**src/rtl/irq_agg_pkg.sv**
```systemverilog
package irq_agg_pkg;
  // word selected inside a bank by address bits [3:2]
  typedef enum logic [1:0] {
    REG_EVENT = 2'd0,
    REG_MASK  = 2'd1,
    REG_ACK   = 2'd2,
    REG_LEVEL = 2'd3
  } reg_kind_e;

  localparam int NUM_BANKS = 2;
endpackage

```
**src/rtl/irq_agg_decode.sv**
```systemverilog
module irq_agg_decode
  import irq_agg_pkg::*;
#(
  parameter int ADDR_W    = 12,
  parameter int BANK_CNT  = 2
) (
  input  logic [ADDR_W-1:0]   addr,
  output logic [BANK_CNT-1:0] bank_hit,
  output reg_kind_e           kind,
  output logic                word_ok
);
  localparam int IDX_W = ADDR_W - 4;

  // bank field value 1 selects bank 0, value 2 selects bank 1, and so on
  for (genvar b = 0; b < BANK_CNT; b++) begin : g_hit
    assign bank_hit[b] = (addr[ADDR_W-1:4] == IDX_W'(b + 1));
  end

  assign kind    = reg_kind_e'(addr[3:2]);
  assign word_ok = (addr[1:0] == 2'b00);
endmodule

```
**src/rtl/irq_agg_sync.sv**
```systemverilog
module irq_agg_sync #(
  parameter int W      = 64,
  parameter int STAGES = 2
) (
  input  logic         clk,
  input  logic         rst_n,
  input  logic [W-1:0] raw,
  output logic [W-1:0] lvl,
  output logic [W-1:0] rise
);
  logic [STAGES-1:0][W-1:0] chain;
  logic [W-1:0]             prev;

  always_ff @(posedge clk) begin
    if (!rst_n) begin
      chain <= '0;
      prev  <= '0;
    end else begin
      chain[0] <= raw;
      for (int i = 1; i < STAGES; i++) chain[i] <= chain[i-1];
      prev <= chain[STAGES-1];
    end
  end

  assign lvl  = chain[STAGES-1];
  assign rise = chain[STAGES-1] & ~prev;
endmodule

```
**src/rtl/irq_agg_bank.sv**
```systemverilog
module irq_agg_bank #(
  parameter int           W     = 32,
  parameter logic [W-1:0] LSENS = '0
) (
  input  logic         clk,
  input  logic         rst_n,
  input  logic [W-1:0] lvl,
  input  logic [W-1:0] rise,
  input  logic         ack_we,
  input  logic         mask_we,
  input  logic [W-1:0] wdata,
  output logic [W-1:0] ev_q,
  output logic [W-1:0] mask_q,
  output logic         pending
);
  logic [W-1:0] clr_bits;
  logic [W-1:0] set_bits;

  // level-sensitive bits are neither cleared nor set in the event word
  assign clr_bits = ack_we ? (wdata & ~LSENS) : '0;
  assign set_bits = rise & ~LSENS;

  always_ff @(posedge clk) begin
    if (!rst_n) begin
      ev_q   <= '0;
      mask_q <= '0;
    end else begin
      // set after clear: a fresh edge beats a simultaneous acknowledge
      ev_q <= (ev_q & ~clr_bits) | set_bits;
      if (mask_we) mask_q <= wdata;
    end
  end

  assign pending = |((ev_q | (lvl & LSENS)) & mask_q);
endmodule

```
**src/rtl/irq_agg_ctrl.sv**
```systemverilog
module irq_agg_ctrl
  import irq_agg_pkg::*;
#(
  parameter int                BANK_W      = 32,
  parameter int                SYNC_STAGES = 2,
  parameter int                ADDR_W      = 12,
  parameter logic [BANK_W-1:0] LSENS_B0    = '0,
  parameter logic [BANK_W-1:0] LSENS_B1    = BANK_W'(32'h1FF0_0000)
) (
  input  logic                          clk,
  input  logic                          rst_n,
  input  logic [NUM_BANKS*BANK_W-1:0]   src_irq,
  input  logic                          req_valid,
  input  logic                          req_write,
  input  logic [ADDR_W-1:0]             req_addr,
  input  logic [BANK_W-1:0]             req_wdata,
  output logic                          rsp_valid,
  output logic [BANK_W-1:0]             rsp_rdata,
  output logic                          cpu_irq
);
  localparam int NUM_SRC = NUM_BANKS * BANK_W;

  logic [NUM_SRC-1:0]                 src_lvl;
  logic [NUM_SRC-1:0]                 src_rise;
  logic [NUM_BANKS-1:0][BANK_W-1:0]   bank_ev;
  logic [NUM_BANKS-1:0][BANK_W-1:0]   bank_mask;
  logic [NUM_BANKS-1:0][BANK_W-1:0]   bank_lvl;
  logic [NUM_BANKS-1:0]               bank_pend;
  logic [NUM_BANKS-1:0]               bank_hit;
  reg_kind_e                          kind;
  logic                               word_ok;
  logic [BANK_W-1:0]                  rd_word;
  logic                               rd_req;
  logic                               wr_req;

  irq_agg_sync #(.W(NUM_SRC), .STAGES(SYNC_STAGES)) sync_i (
    .clk  (clk),
    .rst_n(rst_n),
    .raw  (src_irq),
    .lvl  (src_lvl),
    .rise (src_rise)
  );

  irq_agg_decode #(.ADDR_W(ADDR_W), .BANK_CNT(NUM_BANKS)) dec_i (
    .addr    (req_addr),
    .bank_hit(bank_hit),
    .kind    (kind),
    .word_ok (word_ok)
  );

  assign rd_req = req_valid & ~req_write;
  assign wr_req = req_valid &  req_write;

  for (genvar b = 0; b < NUM_BANKS; b++) begin : g_bank
    // reversed numbering: the lowest sources feed the highest bank
    localparam int SRC_BASE = (NUM_BANKS - 1 - b) * BANK_W;
    localparam logic [BANK_W-1:0] LS = (b == 0) ? LSENS_B0 : LSENS_B1;
    logic sel_ok;
    assign sel_ok      = wr_req & bank_hit[b] & word_ok;
    assign bank_lvl[b] = src_lvl[SRC_BASE +: BANK_W];

    irq_agg_bank #(.W(BANK_W), .LSENS(LS)) bank_i (
      .clk    (clk),
      .rst_n  (rst_n),
      .lvl    (src_lvl[SRC_BASE +: BANK_W]),
      .rise   (src_rise[SRC_BASE +: BANK_W]),
      .ack_we (sel_ok & (kind == REG_ACK)),
      .mask_we(sel_ok & (kind == REG_MASK)),
      .wdata  (req_wdata),
      .ev_q   (bank_ev[b]),
      .mask_q (bank_mask[b]),
      .pending(bank_pend[b])
    );
  end

  always_comb begin
    rd_word = '0;
    for (int b = 0; b < NUM_BANKS; b++) begin
      if (bank_hit[b] && word_ok) begin
        unique case (kind)
          REG_EVENT: rd_word = bank_ev[b];
          REG_MASK:  rd_word = bank_mask[b];
          REG_LEVEL: rd_word = bank_lvl[b];
          default:   rd_word = '0;
        endcase
      end
    end
  end

  always_ff @(posedge clk) begin
    if (!rst_n) begin
      rsp_valid <= 1'b0;
      rsp_rdata <= '0;
    end else begin
      rsp_valid <= rd_req;
      if (rd_req) rsp_rdata <= rd_word;
    end
  end

  assign cpu_irq = |bank_pend;
endmodule

```
**config.mk**
```make
export PLATFORM = sky130hd
export DESIGN_NAME = irq_agg_ctrl
export DESIGN_NICKNAME = d
export VERILOG_FILES = /design/src/rtl/irq_agg_pkg.sv /design/src/rtl/irq_agg_decode.sv /design/src/rtl/irq_agg_sync.sv /design/src/rtl/irq_agg_bank.sv /design/src/rtl/irq_agg_ctrl.sv
export SDC_FILE = /design/constraint.sdc
export NUM_CORES = 1
export LEC_CHECK = 0
export BUFFER_PORTS_ARGS = -buffer_cell sky130_fd_sc_hd__clkbuf_2
export CORE_UTILIZATION = 45
export CTS_BUF_LIST = sky130_fd_sc_hd__clkbuf_2 sky130_fd_sc_hd__clkbuf_4 sky130_fd_sc_hd__clkbuf_8
export CTS_CLUSTER_DIAMETER = 50
export DETAILED_ROUTE_END_ITERATION = 6
export PLACE_DENSITY = 0.69
export REMOVE_ABC_BUFFERS = 1
export SLEW_MARGIN = 20
export SYNTH_ARGS = -nofsm -noshare
export SYNTH_HDL_FRONTEND = slang
export SYNTH_SLANG_ARGS = --single-unit
```
**constraint.sdc**
```tcl
create_clock -name clk -period 1.7 [get_ports clk]
set_input_delay 0.17 -clock clk [delete_from_list [all_inputs] [get_ports clk]]
set_output_delay 0.17 -clock clk [all_outputs]
set_load 0.03 [all_outputs]
```
# Word-level counts from Yosys, hierarchy flattened
# Cells that the tools add are included.
# op_classes
addsub	0
n_mul	0
div_mod_pow	0
n_lt_le_gt_ge	0
eq_ne	5
shift	0
mux	6
n_bitwise	22
reduce_logical	5
# ops
cell	n
one-hot mux 32 bit (3 select lines)	2
AND 32 bit	4
two-way mux 32 bit	4
AND 64 bit	1
NOT 32 bit	2
NOT 64 bit	1
bitwise OR 32 bit	2
OR reduction 64 bit	1
bitwise OR 32 x 29 -> 32 bit	1
AND 1 bit	10
== test 8 x 1 -> 1 bit, second input constant	1
== test 8 x 2 -> 1 bit, second input constant	1
== test 2 bit, second input constant	2
logical NOT 2 bit	2
== test 2 x 1 -> 1 bit, second input constant	1
logical AND 1 bit	2
NOT 1 bit	1
# word_totals
regBits	353
latch_bits	0
ram_bits	0
romBits	0
input_bits	112
output_inout_bits	34
elab_cells	47
mem_count	0

# Logic depth before layout (Yosys ltp)
# Gate-level depths: netlist of run 1.
# logic_depth
ltp_word	8
ltp_mapped	6
ltp_nobuf	4

# By module
# From an unflattened synthesis of run 1, not the netlist that was laid out.
# hier_totals
hier_cells	1406
area_unflattened_um2	13724.4
# by_module_without_submodules
module	instances	cells_per_inst	area_each_um2	seq_area_each_um2
irq_agg_sync	1	533	6105.9	3843.7
irq_agg_ctrl	1	375	2820.2	660.6
irq_agg_bank at g_bank[0].bank_i	1	259	2497.4	1281.2
irq_agg_bank at g_bank[1].bank_i	1	231	2245.9	1101.1
irq_agg_decode	1	8	55.1	0.0

# Worst setup path after synthesis of run 1
# No wires, ideal clock.
# synth_timing
path_kind	input to register
start	input port req_addr[7]
end	register rsp_rdata[20]
setup_ps	59
t_arrival_ps	1752
required_ps	1641
setup_slack_ps	-110
path_stages	5
path_cell_list	or4_4 > or4_1 > buf_2 > o221ai_1 > o211a_1
# synth_via
elab_chain_len	4
# synth_lines
element	line	source
start, declared	irq_agg_ctrl.sv:15	input logic [ADDR_W-1:0] req_addr,
== test 8 x 1 -> 1 bit	irq_agg_decode.sv:16	assign bank_hit[b] = (addr[ADDR_W-1:4] == IDX_W'(b + 1));
logical AND 1 bit	irq_agg_ctrl.sv:79	if (bank_hit[b] && word_ok) begin
two-way mux 32 bit	irq_agg_ctrl.sv:79	
two-way mux 32 bit (*)	irq_agg_ctrl.sv:79	
end signal, assigned	irq_agg_ctrl.sv:96	if (rd_req) rsp_rdata <= rd_word;
end, declared	irq_agg_ctrl.sv:18	output logic [BANK_W-1:0] rsp_rdata,
# Mark *: on every way between the ends. The rest lies on a longest branch, timed or not.
# A chain may end at the register's enable or synchronous reset.

# Worst setup path after layout of run 1
# layout_timing
start	register g_bank[0].bank_i.ev_q[14]
end	output port cpu_irq
# layout_via
elab_chain_len	2
# layout_lines
element	line	source
start, declared	irq_agg_bank.sv:12	output logic [W-1:0] ev_q,
start signal, assigned	irq_agg_bank.sv:29	ev_q <= (ev_q & ~clr_bits) | set_bits;
AND 32 bit	irq_agg_bank.sv:34	assign pending = |((ev_q | (lvl & LSENS)) & mask_q);
OR reduction 64 bit	irq_agg_ctrl.sv:100	assign cpu_irq = |bank_pend;
end, declared	irq_agg_ctrl.sv:19	output logic cpu_irq
# Every way passes these cells.

==> flow_metrics.py, run 1 <==
metrics = {
    "status": {
        "status": "finished with violations",
        "violations": "negative setup slack",
    },
    "global_routing": {
        "groute.usage.overall_pct": 23.9,
        "overflow": 0,
        "grt_pass1_vias": 10200,
        "antenna_found_initial": 0,
        "grt_max_degree": 76,
        "grt_first_pass_wirelength_um": 54100,
    },
    "power": {
        "p_leak_nw": 7.26,
        "power_density_nw_per_um2": 1000,
        "power_mw": 17.1,
        "ir_drop_v": 0.000615,
    },
    "floorplanning": {
        "die_h_um": 169,
        "dieArea_um2": 28700,
        "ioPinCount": 146,
        "die_w_um": 169,
        "std_cell_rows": 60,
        "start_util_pct": 46.3,
        "core_area_um2": 27300,
    },
    "detailed_routing": {
        "drc": 0,
        "top_layer": "met4",
        "drt_iter0_markers": 545,
        "vias_per_cell": 5.03,
        "wl_per_cell_um": 16.8,
        "wirelength_met1_um": 14900,
        "route.met2.wl_um": 16400,
        "wl_met3_um": 1840,
        "num_vias": 10100,
        "dr.pass1.iters": 4,
        "drtAntennaViolNets": 0,
        "drt_wl_total_um": 33800,
    },
    "clock_tree": {
        "cts.sinks": 335,
        "tritoncts": "done",
        "cts_max_path_buffers": 3,
        "numCtsBuffers": 54,
        "cts.reportedPaths.clkPinSlew_ns": 0.06,
        "cts.htree.levels": 2,
        "cts_setup_buffers": 0,
        "clk_latency_ns": 0.57,
        "cts-root-buf": "clkbuf_8",
    },
    "setup_path": {
        "path_class": "reg -> out",
        "end_kind": "output pin",
        "worst_setup_path_start_kind": "flop",
        "path_max_fanout": 2,
        "crit_start": "g_bank[0].bank_i.ev_q[14]",
        "crit_required_ns": 1.53,
        "arrival_ns": 2.34,
        "reg2reg_from": "g_bank[0].bank_i.mask_q[21]",
        "reg2reg_depth": 5,
    },
    "synth": {
        "synth_area_leaders": "dfxtp_1, and2_1, a21boi_0",
        "synthesis.area_um2": 12600,
        "ys_types": 30,
        "synth-edff-count": 0,
        "avgSynthCellArea_um2": 10.1,
        "synthFlopType": "dfxtp_1",
        "synth.top_cells.by_count": "dfxtp_1, and2_1, nand2_1, a21boi_0, clkbuf_1",
        "synthCells": 1252,
        "yosysSeqAreaShare_pct": 53.2,
        "ys_ff_latch": 335,
        "yosys_warnings": 0,
        "yosysTopAreaCell": "dfxtp_1",
        "async_reset_ff_share_pct": 0,
        "netlist.area_leader.share_pct": 53.2,
        "yosysMostFrequentCell": "dfxtp_1",
    },
    "timing": {
        "rsz0062_at_grt": "yes",
        "final-setup-viol-count": 1,
        "layout_min_cycle_time_ns": 2.51,
        "worst_slew_pin_slew_ns": 0.517,
        "finalCritPeriodShare_pct": 148,
        "final-hold-violation-count": 0,
        "relSlewSlack_pct": 65.6,
        "clock.fmax_mhz": 399,
        "fin_ws_ns": -0.809,
        "drv_slew": 0,
        "fin_skew_ns": 0.0113,
    },
    "placed_design": {
        "place_hpwl_um": 21200,
        "place_congestion": 0.799,
        "placed_area_um2": 14800,
        "portBuffers": 145,
    },
    "final_layout": {
        "num-fill-cells": 2258,
        "drive_gt1_share_pct": 27.8,
        "postLayoutCellArea_um2": 17000,
        "syn_to_final_growth_pct": 35.0,
        "diodes": 0,
        "final_nets": 1713,
    },
    "hold_path": {
        "min_from": "rst_n",
        "hold_depth": 2,
        "hold_path_class": "in -> reg",
    },
    "run": {
        "drv_cap": 0,
    },
}
==> layout make-up <==
cell class,instances,area [um^2],area share [%]
clock inverter,10,77.6,0.456
timing repair buffer,377,2940,17.3
clock buffer,88,1130,6.64
tap,372,465,2.73
sequential,335,6710,39.4
multi-input combinational,833,5700,33.5
==> kinds of logic after synthesis <==
logic type	count (synthesis)	share of synthesized area, %
compound gates	348	20.4
buf+inv	84	2.59
flops	335	53.2
mux	64	5.62
simple gates	421	18.3
==> critical path, cell delays in order, from the launching register on <==
cell,delay [ns]
dfxtp_2,0.32
a22o_1,0.26
a221oi_2,0.25
nand4_1,0.23
or4_4,0.56
buf_8,0.16
==> where the power goes <==
group          switching, mW  total, mW  internal, mW  leakage, nW
registers              0.149       8.29          8.15         2.74
clock network           3.09       7.44          4.34        0.645
logic                  0.631       1.34         0.708         3.87
==> routing by layer <==
metal / global-route usage [%] / vias to the layer above
met5: 0 / -
met1: 30.3 / 4777
met2: 41.1 / 279
met4: 8.26 / 0
li1: - / 5031
met3: 3.61 / 58
==> final timing paths <==
path / endpoint / slack [ns]
hold reg to reg: sync_i.lvl[37] / 0.43
setup / recovery: cpu_irq / -0.81
setup reg to reg: rsp_rdata[21] / 0.41
hold / removal: g_bank[1].bank_i.ev_q[0] / 0.09
==> placed cells by master, fill, tap and decap left out, types with 7 or more instances in the layout <==
cell type / n
a21boi_0: 108
a22oi_1: 9
a22o_1: 62
and2_1: 184
dlygate4sd3_1: 96
a221oi_2: 11
nand2_1: 151
o211a_1: 8
nand4_1: 7
buf_4: 120
clkinv_2: 8
clkbuf_8: 76
o21a_1: 55
dfxtp_1: 333
clkbuf_2: 142
clkbuf_4: 13
o21ai_0: 24
o221ai_1: 8
buf_12: 17
mux2i_1: 9
nor2b_1: 58
a21oi_1: 46
mux2_2: 55
a21boi_1: 11
==> state kept, by name (all words and copies together), names as in the netlist <==
name and flops:
sync_i.lvl 64, g_bank.bank_i.ev_q 55, g_bank.bank_i.mask_q 64, rsp_valid 1
rsp_rdata 32, sync_i.chain 64, sync_i.prev 55
==> through the flow <==
stage	hold WS (ns)	TNS, ns	utilization [%]	setup WS [ns]	cells
finish	0.0945	-0.809	62.5	-0.809	2015
detailed placement	0.378	-19.68	54.2	-0.395	1821
floorplan	0.288	-80.46	-	-0.935	1168
CTS	0.0500	-0.823	62.4	-0.823	2015
global placement	0.375	-16.82	54.2	-0.350	1821
global route	0.0877	-0.880	62.5	-0.880	2015
==> timing repair <==
action | 4_1_cts | 5_1_grt
gates resized for setup | 11 | 6
setup endpoints to repair | 1 | 1
endpoints found under the hold margin | 161 | 0
pin swaps | 3 | 0
hold buffers | 96 | 0
No activity file was read; power rests on OpenSTA's default activity.
==> run 2, diff against run 1 <==
==> constraint.sdc (replaced) <==
create_clock -name clk -period 1.7 [get_ports clk]
set_input_delay 0.34 -clock clk [delete_from_list [all_inputs] [get_ports clk]]
set_output_delay 0.34 -clock clk [all_outputs]
set_load 0.03 [all_outputs]
==> run 2 against run 1 <==
- maximum frequency fell by 6.8%
- sequential share of layout area rose by 0.26 points
- worst setup slack got worse by 0.18 ns
- flip-flop and latch count did not move
- critical path depth did not move
- final area fell by 0.69%
- largest power group unchanged
- cell count fell by 0.65%
- non-clock buffer count fell by 14
- critical endpoint unchanged
- the flow still finishes with violations (negative setup slack)
- routed wire length fell by 1.2%
==> flow_metrics.py, run 2 (synthesis results as in run 1) <==
metrics = {
    "floorplanning": {
        "ioPinCount": 146,
        "die_w_um": 169,
        "core_area_um2": 27300,
        "die_h_um": 169,
        "std_cell_rows": 60,
        "dieArea_um2": 28700,
        "start_util_pct": 46.3,
    },
    "detailed_routing": {
        "drc": 0,
        "num_vias": 10100,
        "dr.pass1.iters": 5,
        "drt_wl_total_um": 33400,
        "wl_per_cell_um": 16.7,
        "drt_iter0_markers": 573,
        "drtAntennaViolNets": 0,
        "vias_per_cell": 5.06,
    },
    "setup_path": {
        "path_class": "reg -> out",
        "end_kind": "output pin",
        "cp_cell_sequence": "a22o_1 -> a221oi_2 -> nand4_1 -> or4_4 -> buf_8",
        "path_max_fanout": 2,
        "crit_family": "simple AND/OR/NAND/NOR gates",
        "critPathMaxStageDelay_ns": 0.59,
        "r2r_slack_ns": 0.42,
        "path_buf_inv": 1,
        "crit_required_ns": 1.36,
        "worst_setup_path_start_kind": "flop",
        "cp_slowest_cell": "or4_4",
        "arrival_ns": 2.35,
    },
    "clock_tree": {
        "cts_max_path_buffers": 3,
        "clk_latency_ns": 0.58,
        "cts.sinks": 335,
        "tritoncts": "done",
        "numCtsBuffers": 55,
        "cts_setup_buffers": 0,
        "cts-root-buf": "clkbuf_8",
        "cts.reportedPaths.clkPinSlew_ns": 0.06,
        "cts.htree.levels": 2,
    },
    "power": {
        "power_density_nw_per_um2": 1040,
        "ir_drop_v": 0.000565,
        "power_mw": 17.6,
        "p_leak_nw": 7.24,
    },
    "run": {
        "drv_cap": 0,
    },
    "global_routing": {
        "groute.usage.overall_pct": 23.4,
        "grt_first_pass_wirelength_um": 52900,
        "overflow": 0,
        "use_met3_pct": 4.52,
        "top_usage_layer": "met2",
        "met1_usage_pct": 30.3,
        "antenna_found_initial": 1,
        "gr-usage-met2_pct": 39.3,
        "grt_max_degree": 69,
        "grt_pass1_vias": 9905,
    },
    "timing": {
        "clock.fmax_mhz": 372,
        "final-setup-viol-count": 1,
        "finalCritPeriodShare_pct": 158,
        "final-hold-violation-count": 0,
        "layout_min_cycle_time_ns": 2.69,
        "setup_tns_ns": -0.991,
        "worst_slew_pin_slew_ns": 0.370,
        "drv_slew": 0,
        "relSlewSlack_pct": 75.3,
        "rsz0062_at_grt": "yes",
        "fin_skew_ns": 0.0147,
        "fin_ws_ns": -0.991,
    },
    "final_layout": {
        "final_cells": 2002,
        "final_common_cell": "dfxtp_1",
        "final_nets": 1700,
        "syn_to_final_growth_pct": 34.1,
        "diodes": 0,
        "layout_common_cells": "dfxtp_1, and2_1, nand2_1",
        "drive_gt1_share_pct": 29.0,
    },
    "hold_path": {
        "hold_path_class": "in -> reg",
    },
    "status": {
        "violations": "negative setup slack",
        "status": "finished with violations",
    },
    "placed_design": {
        "place_hpwl_um": 21500,
        "portBuffers": 145,
        "place_congestion": 0.813,
        "dp.cells": 1839,
    },
}
[run 2: report_power, final]
| group | switching [mW] | internal, mW |
|---|---|---|
| registers | 0.147 | 8.14 |
| logic | 0.623 | 0.683 |
| clock network | 3.12 | 4.85 |
[run 2: per-stage QoR]
step | utilization, % | setup slack [ns] | hold slack, ns | cell area (um^2)
2_1_floorplan | - | -1.10 | 0.412 | 12300
3_3_place_gp | 54.7 | -0.527 | 0.414 | 14900
3_5_place_dp | 54.7 | -0.540 | 0.420 | 14900
4_1_cts | 62.0 | -1.02 | 0.00743 | 16900
5_1_grt | 62.1 | -1.08 | 0.0221 | 16900
6_report | 62.1 | -0.991 | 0.0432 | 16900
[run 2: area by class of cell]
cell class / instances / area (um^2)
Timing Repair Buffer: 363 / 2760
Clock buffer: 86 / 1100
Fill cell: 2218 / 10300
Clock inverter: 13 / 194
Tap cell: 372 / 465
Multi-Input combinational cell: 833 / 5690
Sequential cell: 335 / 6710
[run 2: routing by layer]
metal	vias up	wire length, um
met5	-	11
met4	2	598
met3	51	1710
met2	261	15900
met1	4813	15200
li1	5012	-
[run 2: timing repair]
action                     CTS  global route
hold endpoints to repair    64             0
resized for setup           10             3
hold buffers                64             0
setup endpoints to repair    1             1
pin swaps                    2             2
cloned                       0             0
[run 2: path summary, 6_finish.rpt]
| kind | start | endpoint | cells past startpoint |
|---|---|---|---|
| worst min-delay path | req_wdata[25] | g_bank[1].bank_i.mask_q[25] | 3 |
| worst max-delay path | g_bank[0].bank_i.ev_q[14] | cpu_irq | 5 |
| worst max register to register | g_bank[1].bank_i.mask_q[14] | rsp_rdata[14] | 5 |
| worst min register to register | sync_i.chain[43] | sync_i.lvl[43] | 1 |
[run 2: worst min-delay path: cells and delay by family]
kind,cells,cell delay (ns)
buffers and inverters,1,0.10
AND/OR/NAND/NOR,1,0.05
AO/OA/AOI/OAI,1,0.07
==> run 3, diff against run 2 <==
--- a/config.mk
+++ b/config.mk
@@ -5,12 +5,13 @@
 export SDC_FILE = /design/constraint.sdc
 export NUM_CORES = 1
 export LEC_CHECK = 0
+export ABC_AREA = 0
 export BUFFER_PORTS_ARGS = -buffer_cell sky130_fd_sc_hd__clkbuf_2
-export CORE_UTILIZATION = 45
+export CORE_UTILIZATION = 36
 export CTS_BUF_LIST = sky130_fd_sc_hd__clkbuf_2 sky130_fd_sc_hd__clkbuf_4 sky130_fd_sc_hd__clkbuf_8
 export CTS_CLUSTER_DIAMETER = 50
 export DETAILED_ROUTE_END_ITERATION = 6
-export PLACE_DENSITY = 0.69
+export PLACE_DENSITY = 0.58
 export REMOVE_ABC_BUFFERS = 1
 export SLEW_MARGIN = 20
 export SYNTH_ARGS = -nofsm -noshare
==> run 3 against run 2 <==
- the run still ends with negative setup slack left
- first-iteration DRC count rose by 11%
- power fell by 1.2%
- non-clock buffer count fell by 9
- maximum frequency rose by 0.46%
- critical path depth did not move
- worst hold slack got worse by 0.0070 ns
- sequential share of layout area fell by 0.075 points
- register-to-register slack got worse by 0.04 ns
- critical path type unchanged
==> flow_metrics.py, run 3 (synthesis results as in run 1) <==
metrics = {
    "timing": {
        "clock.fmax_mhz": 373,
        "layout_min_cycle_time_ns": 2.68,
        "final-setup-viol-count": 1,
        "finalCritPeriodShare_pct": 158,
        "rsz0062_at_grt": "yes",
        "final-hold-violation-count": 0,
        "drv_slew": 0,
        "fin_ws_ns": -0.979,
        "relSlewSlack_pct": 73.7,
        "fin_skew_ns": 0.0183,
        "worst_slew_pin_slew_ns": 0.394,
    },
    "setup_path": {
        "reg2reg_depth": 5,
        "r2r-end": "rsp_rdata[21]",
        "path_class": "reg -> out",
        "reg2reg_from": "g_bank[0].bank_i.mask_q[21]",
        "arrival_ns": 2.34,
        "r2r_slack_ns": 0.38,
        "path_max_fanout": 2,
        "end_kind": "output pin",
        "worst_setup_path_start_kind": "flop",
        "crit_required_ns": 1.36,
    },
    "hold_path": {
        "hold_path_end": "g_bank[0].bank_i.mask_q[30]",
        "hold_path_class": "in -> reg",
        "hold_depth": 3,
        "min_from": "req_wdata[30]",
    },
    "detailed_routing": {
        "vias_per_cell": 4.82,
        "drt_wl_total_um": 35200,
        "num_vias": 10000,
        "drt_iter0_markers": 635,
        "dr.pass1.iters": 5,
        "wl_per_cell_um": 16.9,
        "drtAntennaViolNets": 0,
        "drc": 0,
    },
    "placed_design": {
        "portBuffers": 145,
        "place_congestion": 0.782,
        "place_hpwl_um": 22200,
    },
    "clock_tree": {
        "cts_max_path_buffers": 3,
        "tritoncts": "done",
        "cts.htree.levels": 2,
        "cts.reportedPaths.clkPinSlew_ns": 0.06,
        "cts-root-buf": "clkbuf_8",
        "cts.sinks": 335,
        "clk_latency_ns": 0.58,
        "numCtsBuffers": 57,
    },
    "global_routing": {
        "groute.usage.overall_pct": 19.7,
        "antenna_found_initial": 3,
        "overflow": 0,
        "grt_pass1_vias": 9844,
        "grt_max_degree": 53,
        "grt_first_pass_wirelength_um": 55000,
    },
    "floorplanning": {
        "ioPinCount": 146,
        "die_h_um": 189,
        "core_area_um2": 34500,
        "std_cell_rows": 68,
        "start_util_pct": 36.5,
        "die_w_um": 189,
        "dieArea_um2": 35800,
    },
    "final_layout": {
        "layout_common_cells": "dfxtp_1, and2_1, nand2_1",
        "multi_input_area_um2": 5690,
        "num-fill-cells": 3304,
        "syn_to_final_growth_pct": 34.3,
        "drive_gt1_share_pct": 28.5,
        "fin_util_pct": 49.1,
        "final_nets": 1693,
        "final_common_cell": "dfxtp_1",
        "final-seq-area_um2": 6710,
    },
    "power": {
        "ir_drop_v": 0.000614,
        "p_leak_nw": 7.18,
        "power_mw": 17.4,
        "power_density_nw_per_um2": 1020,
    },
    "run": {
        "drv_cap": 0,
    },
    "status": {
        "status": "finished with violations",
        "violations": "negative setup slack",
    },
}
[run 3: worst max path at each step]
| stage | cells after the start | start | endpoint | slack [ns] |
|---|---|---|---|---|
| 2_1_floorplan | 4 | req_addr[3] | rsp_rdata[20] | -1.10 |
| 3_3_place_gp | 5 | g_bank[0].bank_i.ev_q[20] | cpu_irq | -0.56 |
| 3_5_place_dp | 5 | g_bank[0].bank_i.ev_q[12] | cpu_irq | -0.57 |
| 4_1_cts | 6 | g_bank[0].bank_i.ev_q[7] | cpu_irq | -1.11 |
| 5_1_grt | 5 | g_bank[0].bank_i.mask_q[14] | cpu_irq | -1.07 |
| 6_report | 5 | g_bank[0].bank_i.ev_q[20] | cpu_irq | -0.98 |
[run 3: cell type report]
type | count | share of cell area (%)
multi-input combinational | 833 | 33.6
clock inverter | 15 | 0.783
antenna | 2 | 0.0295
timing repair buffer | 354 | 15.9
clock buffer | 89 | 6.71
sequential | 335 | 39.6
tap | 455 | 3.36
[run 3: stage by stage]
step | instance area (um^2) | TNS (ns) | hold WS [ns] | worst slack [ns] | std cells
after floorplan | 12300 | -103.96 | 0.412 | -1.10 | 1168
after global placement | 14900 | -38.60 | 0.416 | -0.555 | 1907
after detailed placement | 14900 | -39.77 | 0.417 | -0.572 | 1907
after CTS | 16900 | -1.11 | 0.00474 | -1.11 | 2080
after global routing | 16900 | -1.07 | 0.0225 | -1.07 | 2083
final | 16900 | -0.979 | 0.0363 | -0.979 | 2083
[run 3: critical path, stage by stage (launching register included)]
cell	delay [ns]
dfxtp_1	0.31
a22o_1	0.26
a221oi_1	0.31
nand4_1	0.15
or4_4	0.57
buf_8	0.16
[run 3: power by group]
part / leakage [nW] / internal, mW / switching (mW)
logic: 3.76 / 0.673 / 0.629
registers: 2.74 / 8.15 / 0.151
clock network: 0.671 / 4.55 / 3.21
[run 3: layer usage]
layer  wire length [um]  GRT usage, %
met5                 11             0
met4                847          6.30
met3               1690          3.67
met2              16500          33.0
met1              16200          25.5
[run 3: timing repair]
action | 4_1_cts | 5_1_grt
pin swaps | 2 | 4
setup endpoints to repair | 1 | 1
hold buffers | 69 | 0
hold endpoints to repair | 72 | 0
resized for setup | 6 | 8
setup buffers | 0 | 1
